===== src/rtl/cadd_pkg.sv =====
package cadd_pkg;
    localparam int DW          = 8;
    localparam int RIW         = 3;
    localparam int EXTW        = 4;
    localparam int CSW         = 3;
    localparam int SHORT_CSW   = 2;
    localparam int IMM_SHORT_W = 4;
    localparam int NSEL        = 2 ** CSW;

    localparam logic [RIW-1:0] PC_IDX = '1;

    localparam int CS_TRUE     = 0;
    localparam int CS_Z        = 1;
    localparam int CS_C        = 2;
    localparam int CS_S        = 3;
    localparam int CS_BIT_BASE = 4;

    typedef enum logic [1:0] {
        OP_NONE   = 2'd0,
        OP_ADD    = 2'd1,
        OP_PREFIX = 2'd2
    } op_e;

    typedef enum logic [1:0] {
        SRC_REG  = 2'd0,
        SRC_IMM4 = 2'd1,
        SRC_IMM8 = 2'd2
    } form_e;

    typedef struct packed {
        logic c;
        logic s;
        logic z;
    } flags_t;

    typedef struct packed {
        logic           pend;
        logic           dst_en;
        logic [RIW-1:0] dst_idx;
        logic           cin;
    } prefix_t;

    function automatic logic [DW-1:0] sext_short(input logic [IMM_SHORT_W-1:0] v);
        return {{(DW-IMM_SHORT_W){v[IMM_SHORT_W-1]}}, v};
    endfunction
endpackage


===== src/rtl/cadd_cond_eval.sv =====
module cadd_cond_eval
    import cadd_pkg::*;
(
    input  logic [CSW-1:0]  sel,
    input  logic            neg,
    input  flags_t          flags,
    input  logic [EXTW-1:0] ext,
    output logic            hit
);
    logic [NSEL-1:0] srcs;

    always_comb begin
        srcs          = '0;
        srcs[CS_TRUE] = 1'b1;
        srcs[CS_Z]    = flags.z;
        srcs[CS_C]    = flags.c;
        srcs[CS_S]    = flags.s;
        for (int i = 0; i < EXTW; i++) begin
            srcs[CS_BIT_BASE + i] = ext[i];
        end
    end

    assign hit = srcs[sel] ^ neg;
endmodule


===== src/rtl/cadd_adder.sv =====
module cadd_adder #(
    parameter int W = 8
) (
    input  logic [W-1:0] a,
    input  logic [W-1:0] b,
    input  logic         cin,
    output logic [W-1:0] sum,
    output logic         cout
);
    logic [W:0] wide;
    assign wide = {1'b0, a} + {1'b0, b} + {{W{1'b0}}, cin};
    assign sum  = wide[W-1:0];
    assign cout = wide[W];
endmodule


===== src/rtl/cadd_prefix_reg.sv =====
module cadd_prefix_reg
    import cadd_pkg::*;
(
    input  logic           clk,
    input  logic           rst,
    input  logic           load,
    input  logic           consume,
    input  logic           dst_en,
    input  logic [RIW-1:0] dst_idx,
    input  logic           cin,
    output prefix_t        state
);
    always_ff @(posedge clk) begin
        if (rst) begin
            state <= '0;
        end else if (load) begin
            state.pend    <= 1'b1;
            state.dst_en  <= dst_en;
            state.dst_idx <= dst_idx;
            state.cin     <= cin;
        end else if (consume) begin
            state <= '0;
        end
    end
endmodule


===== src/rtl/cadd_exec_unit.sv =====
module cadd_exec_unit
    import cadd_pkg::*;
(
    input  logic            clk,
    input  logic            rst,
    input  logic [1:0]      op_kind,
    input  logic [1:0]      src_form,
    input  logic            cond_neg,
    input  logic [CSW-1:0]  cond_sel,
    input  logic [DW-1:0]   imm,
    input  logic [DW-1:0]   sri_val,
    input  logic [RIW-1:0]  dst_idx,
    input  logic [DW-1:0]   dst_val,
    input  logic            pf_dst_en,
    input  logic [RIW-1:0]  pf_dst_idx,
    input  logic            pf_cin_inv,
    input  logic [CSW-1:0]  pf_cin_sel,
    input  logic [EXTW-1:0] ext_bits,
    output logic            wr_en,
    output logic [RIW-1:0]  wr_idx,
    output logic [DW-1:0]   wr_data,
    output logic            flag_c,
    output logic            flag_s,
    output logic            flag_z,
    output logic            redirect,
    output logic [DW-1:0]   redirect_addr
);
    flags_t         flags_q;
    prefix_t        pf_q;
    logic           is_add, is_pf, is_imm4, is_imm8;
    logic [CSW-1:0] add_sel;
    logic           add_hit, pf_hit, pass;
    logic [DW-1:0]  src_op, sum;
    logic           cin, cout;
    logic [RIW-1:0] dest;
    logic           dest_pc;

    assign is_add  = (op_kind == OP_ADD);
    assign is_pf   = (op_kind == OP_PREFIX);
    assign is_imm4 = (src_form == SRC_IMM4);
    assign is_imm8 = (src_form == SRC_IMM8);

    // The short form carries a narrower condition field.
    assign add_sel = is_imm4 ? {{(CSW-SHORT_CSW){1'b0}}, cond_sel[SHORT_CSW-1:0]}
                             : cond_sel;

    cadd_cond_eval u_add_cond (
        .sel   (add_sel),
        .neg   (cond_neg),
        .flags (flags_q),
        .ext   (ext_bits),
        .hit   (add_hit)
    );

    cadd_cond_eval u_cin_cond (
        .sel   (pf_cin_sel),
        .neg   (pf_cin_inv),
        .flags (flags_q),
        .ext   (ext_bits),
        .hit   (pf_hit)
    );

    cadd_prefix_reg u_prefix (
        .clk     (clk),
        .rst     (rst),
        .load    (is_pf),
        .consume (is_add),
        .dst_en  (pf_dst_en),
        .dst_idx (pf_dst_idx),
        .cin     (pf_hit),
        .state   (pf_q)
    );

    always_comb begin
        if (is_imm8)      src_op = imm;
        else if (is_imm4) src_op = sext_short(imm[IMM_SHORT_W-1:0]);
        else              src_op = sri_val;
    end

    assign cin     = pf_q.pend & pf_q.cin;
    assign dest    = (pf_q.pend && pf_q.dst_en) ? pf_q.dst_idx : dst_idx;
    assign dest_pc = (dest == PC_IDX);
    assign pass    = is_add && (is_imm8 || add_hit);

    cadd_adder #(.W(DW)) u_adder (
        .a    (src_op),
        .b    (dst_val),
        .cin  (cin),
        .sum  (sum),
        .cout (cout)
    );

    always_ff @(posedge clk) begin
        if (rst) begin
            flags_q       <= '0;
            wr_en         <= 1'b0;
            wr_idx        <= '0;
            wr_data       <= '0;
            redirect      <= 1'b0;
            redirect_addr <= '0;
        end else begin
            wr_en         <= pass && !dest_pc;
            redirect      <= pass && dest_pc;
            wr_idx        <= dest;
            wr_data       <= sum;
            redirect_addr <= sum;
            if (pass) begin
                flags_q.c <= cout;
                flags_q.s <= sum[DW-1];
                flags_q.z <= (sum == '0);
            end
        end
    end

    assign flag_c = flags_q.c;
    assign flag_s = flags_q.s;
    assign flag_z = flags_q.z;
endmodule


===== config.mk =====
export PLATFORM = sky130hd
export DESIGN_NAME = cadd_exec_unit
export DESIGN_NICKNAME = d
export VERILOG_FILES = /design/src/rtl/cadd_pkg.sv /design/src/rtl/cadd_cond_eval.sv /design/src/rtl/cadd_adder.sv /design/src/rtl/cadd_prefix_reg.sv /design/src/rtl/cadd_exec_unit.sv
export SDC_FILE = /design/constraint.sdc
export NUM_CORES = 1
export LEC_CHECK = 0
export ABC_AREA = 1
export BUFFER_PORTS_ARGS = -buffer_cell sky130_fd_sc_hd__buf_2
export CELL_PAD_IN_SITES_DETAIL_PLACEMENT = 1
export CELL_PAD_IN_SITES_GLOBAL_PLACEMENT = 1
export CORE_MARGIN = 2
export CORE_UTILIZATION = 33
export DETAILED_ROUTE_END_ITERATION = 10
export GPL_TIMING_DRIVEN = 0
export HOLD_SLACK_MARGIN = 0.02
export PLACE_DENSITY_LB_ADDON = 0.1
export SYNTH_ARGS = -nofsm -noshare
export SYNTH_HDL_FRONTEND = slang
export SYNTH_SLANG_ARGS = --single-unit

===== constraint.sdc =====
create_clock -name clk -period 4.8 [get_ports clk]
set_clock_uncertainty 0.15 [all_clocks]
set_input_delay 0.24 -clock clk [delete_from_list [all_inputs] [get_ports clk]]
set_output_delay 0.24 -clock clk [all_outputs]
set_load 0.02 [all_outputs]

==> results of run 1 <==
## flip-flops by register name (all words and copies together), names as in the netlist
name	flops
flag_c	1
flag_s	1
flag_z	1
redirect	1
redirect_addr	8
u_prefix.state	6
wr_en	1
wr_idx	3
## layer usage
layer | part of all wire [%] | global-route usage, % | vias to the layer above
li1 | - | - | 931
met1 | 47 | 22.1 | 775
met2 | 49 | 27.6 | 39
met3 | 3.6 | 1.92 | 2
met4 | 0.57 | 3.03 | 0
met5 | 0 | 0 | -
## critical path, cell delays in order
cell	delay, ns
buf_2	0.10
inv_1	0.06
nor2_1	0.05
nor2_1	0.37
inv_1	0.25
o21ai_0	0.35
inv_1	0.08
ha_1	0.27
nand3_1	0.10
nand2_1	0.10
nand2_1	0.10
nand2_1	0.05
nand2_1	0.05
nand2_1	0.11
nand2_1	0.09
nor2_1	0.04
nor2_1	0.10
nor2_2	0.05
## cell type report
type                       instances  share of cell area, %
multi-input combinational        181                   45.1
sequential                        22                   21.3
timing repair buffer              71                   17.2
inverter                          39                   7.07
buffer                            10                   3.45
tap                               54                   3.26
clock buffer                       4                   2.66
## kinds of logic after synthesis
kind of cell | after synthesis | synth area share [%]
and+or+nand+nor | 143 | 38.9
buffers and inverters | 49 | 13.7
AOI/OAI and AO/OA | 22 | 7.08
DFF | 22 | 27.7
adders and majority gates | 11 | 9.59
muxes | 4 | 2.52
xor gates and xnor gates | 1 | 0.550
## power breakdown
part	internal, mW	switching [mW]	total, mW
clock	0.0729	0.0552	0.128
combinational	0.0881	0.130	0.219
sequential	0.198	0.00834	0.206
## stage by stage
step                setup slack, ns  power, mW  util [%]  cells  hold slack [ns]
floorplan                      2.44      0.359         -    252            0.233
global placement               1.92      0.428      42.9    377            0.293
detailed placement             1.87      0.432      42.9    377            0.299
CTS                            2.15      0.561      44.1    381           0.0766
global route                   1.85      0.597      44.1    381           0.0882
finish                         2.22      0.553      44.1    381           0.0795
## placed cells by master, fill, tap and decap left out, types with 2 or more instances in the layout
master | netlist | final
dfxtp_1 | 22 | 22
a21oi_1 | 16 | 16
nand3_2 | 3 | 3
mux2i_1 | 4 | 4
nand3b_1 | 3 | 3
buf_4 | 9 | 9
nor3_1 | 6 | 6
nor2_1 | 34 | 34
inv_1 | 38 | 38
nor2_2 | 2 | 2
clkbuf_8 | 0 | 4
o21ai_0 | 4 | 4
nand3_1 | 20 | 20
ha_1 | 9 | 9
buf_2 | 0 | 71
nand2_1 | 71 | 71
fa_1 | 2 | 2
## final timing paths
path	to	slack (ns)	depth (start not counted)
setup / recovery	flag_z	2.22	18
hold / removal	u_prefix.state[3]	0.08	2
setup reg to reg	flag_z	2.57	11
hold reg to reg	u_prefix.state[1]	0.31	2
==> flow_summary.yaml, run 1 <==
floorplanning:
  die_area_mm2: 0.00539
  start_util_pct: 33.9
  die_y_um: 73.4
  coreArea_mm2: 0.00469
  rows: 25
  io_pins: 73
  die_x_um: 73.4
pwr:
  p_per_area_mw_per_mm2: 267
  irDropWorstVdd_uv: 123
  p_leak_nw: 1.22
sta:
  max_slew.worst_pin.slew_ns: 0.466
  fin_setup_tns_ns: 0
  period_needed_ns: 2.58
  finalMaxSlewViolations: 0
  period_share_pct: 53.8
  hold_viol: 0
  relSlewSlack_pct: 68.9
  finalSetupViolCount: 0
  rsz0062_at_grt: "false"
  timing.fmax_mhz: 388
yosys:
  synth.avg_cell_area_um2: 6.32
  synthCells: 252
  synth_area_leader_cell: "dfxtp_1"
  ys_ff_latch: 22
  synth.top_cell.area_share_pct: 27.7
  yosys-top-cells-area: "dfxtp_1 28%, nand2_1 17%, inv_1 9.0%"
  ys_async_sr_fraction_pct: 0
  ys_seq_area_share_pct: 27.7
  ys_warn_count: 0
  syn_nets: 312
  synth_top_cells_by_count: "71 x nand2_1, 38 x inv_1, 34 x nor2_1"
  synth.distinct_cells: 24
  synthMostInstantiatedCell: "nand2_1"
  synth_enable_flop_cells: 0
  synth_flop_cell: "dfxtp_1"
  synth_area_mm2: 0.00159
hold_path:
  hold_path.class: "in2reg"
  hp-start: "rst"
cells_and_area:
  multiInputGateArea_um2: 933
  drive_gt1_share_pct: 28.4
  area_growth_syn_to_layout_pct: 30.0
  regArea_um2: 440
  design_area_mm2: 0.00207
  nNetsFinal: 388
  nFillCells: 668
  n_antenna_cell: 0
worst_setup_path:
  cp_max_fo: 7
  startpoint: "src_form[1]"
  path_class: "in2reg"
  r2r_start: "u_prefix.state[5]"
  endpoint_kind: "register"
  worst_setup_path_start_kind: "input port"
  worstPathArrival_ns: 2.58
  required_ns: 4.80
placement:
  dpl-instance-area_mm2: 0.00201
  gp_congestion: 0.830
  dpl.hpwl_um: 3630
  portBuffers: 71
run:
  drv_cap: 0
clock_network:
  cts_buffers: 3
  clkTransAtPathRegs_ns: 0.08
  postCtsSetupRepairBufs: 0
  clock-sinks: 22
  cts_tree: "yes"
  ctsHoldBuffers: 0
  clock_path_buffers: 2
  clockRootBuffer: "clkbuf_8"
  cts.htree.levels: 1
  clk_latency_ns: 0.25
  cts_resized: 0
global_routing:
  grt-ovfl-total: 0
  antenna_found_initial: 0
  grt_pass1_wl_um: 7050
  grt_pass1_vias: 1610
  grt_max_degree: 13
  track_usage_pct: 16.2
detailed_routing:
  dr_total_vias: 1747
  wl_um: 4220
  drt_pre_antenna_iters: 4
  wl_per_cell_um: 11.1
  ant_nets: 0
  drtIter0Drc: 57
  drcViolationCount: 0
  viasPerCell: 4.59
status:
  status: "complete, no violations"
(Power assumes the default switching activity.)
==> inputs of run 2 (changes only) <==
--- a/config.mk
+++ b/config.mk
@@ -5,12 +5,12 @@
 export SDC_FILE = /design/constraint.sdc
 export NUM_CORES = 1
 export LEC_CHECK = 0
-export ABC_AREA = 1
+export ABC_AREA = 0
 export BUFFER_PORTS_ARGS = -buffer_cell sky130_fd_sc_hd__buf_2
 export CELL_PAD_IN_SITES_DETAIL_PLACEMENT = 1
 export CELL_PAD_IN_SITES_GLOBAL_PLACEMENT = 1
 export CORE_MARGIN = 2
-export CORE_UTILIZATION = 33
+export CORE_UTILIZATION = 32
 export DETAILED_ROUTE_END_ITERATION = 10
 export GPL_TIMING_DRIVEN = 0
 export HOLD_SLACK_MARGIN = 0.02
==> constraint.sdc (replaced) <==
create_clock -name clk -period 2.69 [get_ports clk]
set_clock_uncertainty 0.15 [all_clocks]
set_input_delay 0.1345 -clock clk [delete_from_list [all_inputs] [get_ports clk]]
set_output_delay 0.1345 -clock clk [all_outputs]
set_load 0.02 [all_outputs]
==> run 2 against run 1 <==
  * Sequential power increased by 79%
  * Clock power up 140%
  * Largest power group unchanged
  * Area after synthesis is 7.8% lower
  * Via count is 11% lower
  * Critical endpoint is now flag_s
==> flow_summary.yaml, run 2 <==
clock_network:
  cts_tree: "yes"
  clock-sinks: 22
  cts_buffers: 3
  clkTransAtPathRegs_ns: 0.08
  clockRootBuffer: "clkbuf_8"
  clock_path_buffers: 2
  cts.htree.levels: 1
  clk_latency_ns: 0.27
cells_and_area:
  largestRegisters: "redirect_addr (8), u_prefix.state (6), wr_idx (3)"
  largest_reg_flops: 8
  layout_commonest_cell: "buf_2"
  layoutNonFillerInstCount: 314
  drive_gt1_share_pct: 40.1
  largest-register: "redirect_addr"
  n_antenna_cell: 0
  area_growth_syn_to_layout_pct: 44.2
  nNetsFinal: 323
  final_cell_mix: "72 x buf_2, 21 x nor2_1, 21 x dfxtp_1"
placement:
  gp_congestion: 0.745
  dpl.hpwl_um: 3380
  portBuffers: 72
  placed_cells: 299
yosys:
  ys_warn_count: 0
  ys_async_sr_fraction_pct: 0
  synth_top_cells_by_count: "22 x dfxtp_1, 21 x nor2_1, 13 x nand2_1"
  synth.avg_cell_area_um2: 8.39
  yosys-top-cells-area: "dfxtp_1 30%, ha_1 7.7%, nor2_1 5.4%"
  synth_enable_flop_cells: 0
  synth_area_mm2: 0.00147
  syn_nets: 235
  synthMostInstantiatedCell: "dfxtp_1"
  synth.top_cell.area_share_pct: 30.0
  ys_ff_latch: 22
  synth_area_leader_cell: "dfxtp_1"
  synth_flop_cell: "dfxtp_1"
  synth.distinct_cells: 48
  ys_seq_area_share_pct: 30.0
  synthCells: 175
floorplanning:
  die_y_um: 71.7
  die_area_mm2: 0.00514
  coreArea_mm2: 0.00438
  start_util_pct: 33.5
  io_pins: 73
  die_x_um: 71.7
  rows: 24
run:
  drv_cap: 0
hold_path:
  hold_path.class: "in2reg"
sta:
  relSlewSlack_pct: 67.5
  timing.fmax_mhz: 391
  period_needed_ns: 2.56
  finalSetupViolCount: 0
  finalMaxSlewViolations: 0
  fin_setup_tns_ns: 0
  rsz0062_at_grt: "false"
  period_share_pct: 95.2
  max_slew.worst_pin.slew_ns: 0.488
  hold_viol: 0
global_routing:
  antenna_found_initial: 0
  track_usage_pct: 17.1
  grt_pass1_vias: 1554
  grt_pass1_wl_um: 7030
  grt-ovfl-total: 0
  grt_max_degree: 14
detailed_routing:
  drt_pre_antenna_iters: 4
  drcViolationCount: 0
  dr_total_vias: 1554
  ant_nets: 0
  wl_per_cell_um: 13.6
  viasPerCell: 4.95
  drtIter0Drc: 57
  wl_um: 4260
worst_setup_path:
  r2r-end: "flag_z"
  required_ns: 2.69
  cp_max_fo: 7
  worstPathArrival_ns: 2.56
  path_class: "in2reg"
  startpoint: "src_form[0]"
  r2r_start: "u_prefix.state[5]"
  r2r_cells: 9
  endpoint_kind: "register"
  crit_path_end: "flag_s"
  r2r_slack_ns: 0.21
  worst_setup_path_start_kind: "input port"
status:
  status: "complete, no violations"
pwr:
  irDropWorstVdd_uv: 197
  p_per_area_mw_per_mm2: 506
  p_leak_nw: 1.04
-- run 2: worst max-delay path, cell delays in order --
cell      delay, ns
buf_2          0.14
nand2b_4       0.18
nand2_8        0.10
mux2_2         0.35
ha_1           0.26
nor2b_1        0.15
o31a_1         0.32
o41a_1         0.33
a311oi_2       0.28
buf_4          0.16
or2_1          0.10
a21oi_2        0.05
-- run 2: worst min-delay path by stage --
stage,depth (start not counted),from,end
6_report,2,rst,redirect_addr[3]
5_1_grt,2,rst,redirect_addr[3]
4_1_cts,2,rst,redirect_addr[3]
3_5_place_dp,3,pf_dst_en,u_prefix.state[4]
3_3_place_gp,3,pf_dst_idx[1],u_prefix.state[2]
2_1_floorplan,2,dst_idx[0],wr_idx[0]
-- run 2: per-layer routing --
metal | part of all wire, % | global-route usage [%]
met4 | 1.1 | 4.40
met5 | 0 | 0
met2 | 52 | 31.9
met1 | 43 | 20.6
met3 | 4.0 | 1.97
-- run 2: metrics by stage --
stage / utilization [%] / cell area (µm²) / worst slack, ns / total power, mW / hold slack [ns]
floorplan: - / 1480 / 0.0257 / 0.615 / 0.125
global placement: 43.4 / 1900 / -0.501 / 0.735 / 0.224
detailed placement: 43.4 / 1900 / -0.566 / 0.742 / 0.230
CTS: 46.7 / 2050 / 0.00491 / 1.06 / 0.0584
global route: 48.3 / 2120 / 0.00435 / 1.14 / 0.0678
finish: 48.3 / 2120 / 0.129 / 1.07 / 0.0576
-- run 2: cell type report --
type / count / area [µm²]
inverters: 9 / 33.8
repair buffers: 84 / 468
well taps: 52 / 65.1
plain buffers: 10 / 67.6
clock buffers: 3 / 41.3
clock inverters: 1 / 30.0
flip-flops and latches: 22 / 442
multi-input cells: 133 / 970
fillers: 555 / 2270
-- run 2: logic make-up (layout without fill, tap and decap cells) --
kind of cell               after synthesis  in the layout  share of synthesized area [%]
adders and majority gates               11             11                           10.4
xor gates and xnor gates                 3              3                           1.79
buffers and inverters                   20            107                           7.16
AOI/OAI and AO/OA                       41             41                           19.9
muxes                                    7              7                           5.97
DFF                                     22             22                           30.0
and+or+nand+nor                         71             71                           24.8
-- run 2: power breakdown --
group / internal, mW / switching (mW)
clock network: 0.199 / 0.109
registers: 0.353 / 0.0155
logic: 0.189 / 0.205
-- run 2: repair_timing --
item | 4_1_cts | 5_1_grt
endpoints found under the setup margin | 5 | 4
buffers inserted | 0 | 5
hold buffers | 7 | 0
pin swaps | 1 | 3
endpoints found under the hold margin | 7 | 0
gates resized for setup | 2 | 6
==> inputs of run 3 (changes only) <==
--- a/config.mk
+++ b/config.mk
@@ -6,11 +6,12 @@
 export NUM_CORES = 1
 export LEC_CHECK = 0
 export ABC_AREA = 0
-export BUFFER_PORTS_ARGS = -buffer_cell sky130_fd_sc_hd__buf_2
+export BUFFER_PORTS_ARGS = -buffer_cell sky130_fd_sc_hd__clkbuf_2
 export CELL_PAD_IN_SITES_DETAIL_PLACEMENT = 1
 export CELL_PAD_IN_SITES_GLOBAL_PLACEMENT = 1
 export CORE_MARGIN = 2
 export CORE_UTILIZATION = 32
+export CTS_CLUSTER_SIZE = 40
 export DETAILED_ROUTE_END_ITERATION = 10
 export GPL_TIMING_DRIVEN = 0
 export HOLD_SLACK_MARGIN = 0.02
==> run 3 against run 2 <==
  * Sequential power barely moved
  * Clock power shrank 2%
  * Via count increased by 0.71%
  * Sequential share of layout area up 0.25 points
  * Largest power group unchanged
  * Global-route usage is 0.80 points lower
==> flow_summary.yaml, run 3 (same netlist as run 2, synthesis figures left out) <==
status:
  status: "complete, no violations"
pwr:
  pwr-share-comb_pct: 36.1
  seq_power_share_pct: 35.1
  p_int_uw: 727
  power_frac_clock_pct: 28.8
  p_leak_nw: 1.03
  finalPower_mw: 1.05
  power_switching_share_pct: 31.0
  irDropWorstVdd_uv: 240
  p_per_area_mw_per_mm2: 504
  p_sw_uw: 326
sta:
  fin_setup_tns_ns: 0
  period_needed_ns: 2.59
  whs_ns: 0.0727
  max_slew.worst_pin.slew_ns: 0.500
  hold_viol: 0
  period_share_pct: 96.2
  finalMaxSlewViolations: 0
  timing.fmax_mhz: 386
  finalSetupViolCount: 0
  setup_slack_ns: 0.102
  relSlewSlack_pct: 66.7
cells_and_area:
  final_cell_mix: "71 x clkbuf_2, 21 x nor2_1, 21 x dfxtp_1"
  fin_util_pct: 47.7
  area_growth_syn_to_layout_pct: 42.5
  largest-register: "redirect_addr"
  drive_gt1_share_pct: 38.7
  nFillCells: 548
  layout_commonest_cell: "clkbuf_2"
  nNetsFinal: 322
  n_antenna_cell: 0
  largest_reg_flops: 8
  largestRegisters: "redirect_addr (8), u_prefix.state (6), wr_idx (3)"
placement:
  pre_cts_ws_ns: -0.561
  portBuffers: 72
  gp_congestion: 0.744
  dpl.hpwl_um: 3450
worst_setup_path:
  endpoint_kind: "register"
  path_cells: "buf_2 > nand2b_4 > nand2_8 > mux2_2 > ha_1 > nor2b_1 > o31a_1 > o41a_1 > a311oi_2 > nand4_1 > o21ai_1"
  r2r_slack_ns: 0.16
  r2r-end: "flag_z"
  worst_setup_path_start_kind: "input port"
  slowest_stage: "mux2_2"
  required_ns: 2.74
  r2r_cells: 9
  r2r_start: "u_prefix.state[5]"
  cp_slowest_stage_delay_ns: 0.35
  path_class: "in2reg"
  cp_max_fo: 7
  worstPathArrival_ns: 2.64
global_routing:
  antenna_found_initial: 0
  grt_max_degree: 14
  grt_pass1_wl_um: 6770
  grt-ovfl-total: 0
  grt_pass1_vias: 1560
  track_usage_pct: 16.3
floorplanning:
  rows: 24
  die_y_um: 71.7
  coreArea_mm2: 0.00438
  die_area_mm2: 0.00514
  io_pins: 73
  start_util_pct: 33.5
  die_x_um: 71.7
detailed_routing:
  wl_um: 4230
  wl_per_cell_um: 13.5
  drt_pre_antenna_iters: 4
  dr_total_vias: 1565
  ant_nets: 0
  drtIter0Drc: 47
  drcViolationCount: 0
  viasPerCell: 5.00
run:
  drv_cap: 0
clock_network:
  clock_path_buffers: 2
  cts_tree: "yes"
  clk_latency_ns: 0.26
  clkTransAtPathRegs_ns: 0.08
  clockRootBuffer: "clkbuf_8"
  cts.htree.levels: 1
  cts_buffers: 3
  clock-sinks: 22
hold_path:
  hold_end: "flag_z"
  hold_path.class: "in2reg"
  min_path_cells: 3
  hp-start: "rst"
-- run 3: cell types whose count changed in the layout (fill, tap and decap cells not counted), sizes merged --
cell / before / now
clkbuf: 4 / 75
buf: 86 / 14
-- run 3: how the worst max path moves through the flow --
stage                           start      to  slack (ns)  cells past startpoint
detailed placement        src_form[0]  flag_z       -0.56                     13
floorplan                 src_form[0]  flag_s        0.03                     11
finish                    src_form[1]  flag_z        0.10                     11
CTS                 u_prefix.state[5]  flag_z        0.03                      9
global placement          src_form[0]  flag_z       -0.51                     13
global route              src_form[0]  flag_s      -0.005                     12
-- run 3: metrics by stage --
step | instance area (µm²) | instances
floorplan | 1480 | 175
CTS | 2050 | 309
global route | 2090 | 313
finish | 2090 | 313
global placement | 1900 | 299
detailed placement | 1900 | 299
-- run 3: routing by layer --
| metal | track usage, % | share of wire (%) |
|---|---|---|
| met1 | 18.9 | 43 |
| met4 | 4.40 | 0.54 |
| met3 | 2.11 | 3.9 |
| met5 | 0 | 0 |
| met2 | 31.1 | 53 |
-- run 3: repair_timing --
item,in CTS,in global routing
gates resized for setup,3,4
hold buffers,7,0
pin swaps,1,5
buffers inserted,0,4
setup endpoints to repair,5,1
endpoints found under the hold margin,7,0
-- run 3: cell type report --
| cell class | count | area, µm² | area share, % |
|---|---|---|---|
| Sequential cell | 22 | 442 | 21.1 |
| Buffer | 10 | 67.6 | 3.23 |
| Clock buffer | 3 | 41.3 | 1.97 |
| Timing Repair Buffer | 83 | 460 | 22.0 |
| Inverter | 9 | 33.8 | 1.61 |
| Clock inverter | 1 | 30.0 | 1.44 |
| Multi-Input combinational cell | 133 | 952 | 45.5 |
| Tap cell | 52 | 65.1 | 3.11 |
-- run 3: power by group through the flow --
stage	sequential, mW	clock, mW	combinational [mW]
after detailed placement	0.379	0	0.363
after global placement	0.377	0	0.359
after CTS	0.371	0.312	0.375
final	0.370	0.303	0.380
after floorplan	0.403	0	0.212
after global routing	0.374	0.325	0.415
-- run 3: critical path, delay by kind of cell --
family                     cells  cell delay (ns)
AOI/OAI and AO/OA              4             1.16
adders and majority gates      1             0.27
buffers and inverters          1             0.15
muxes                          1             0.35
and+or+nand+nor                4             0.57
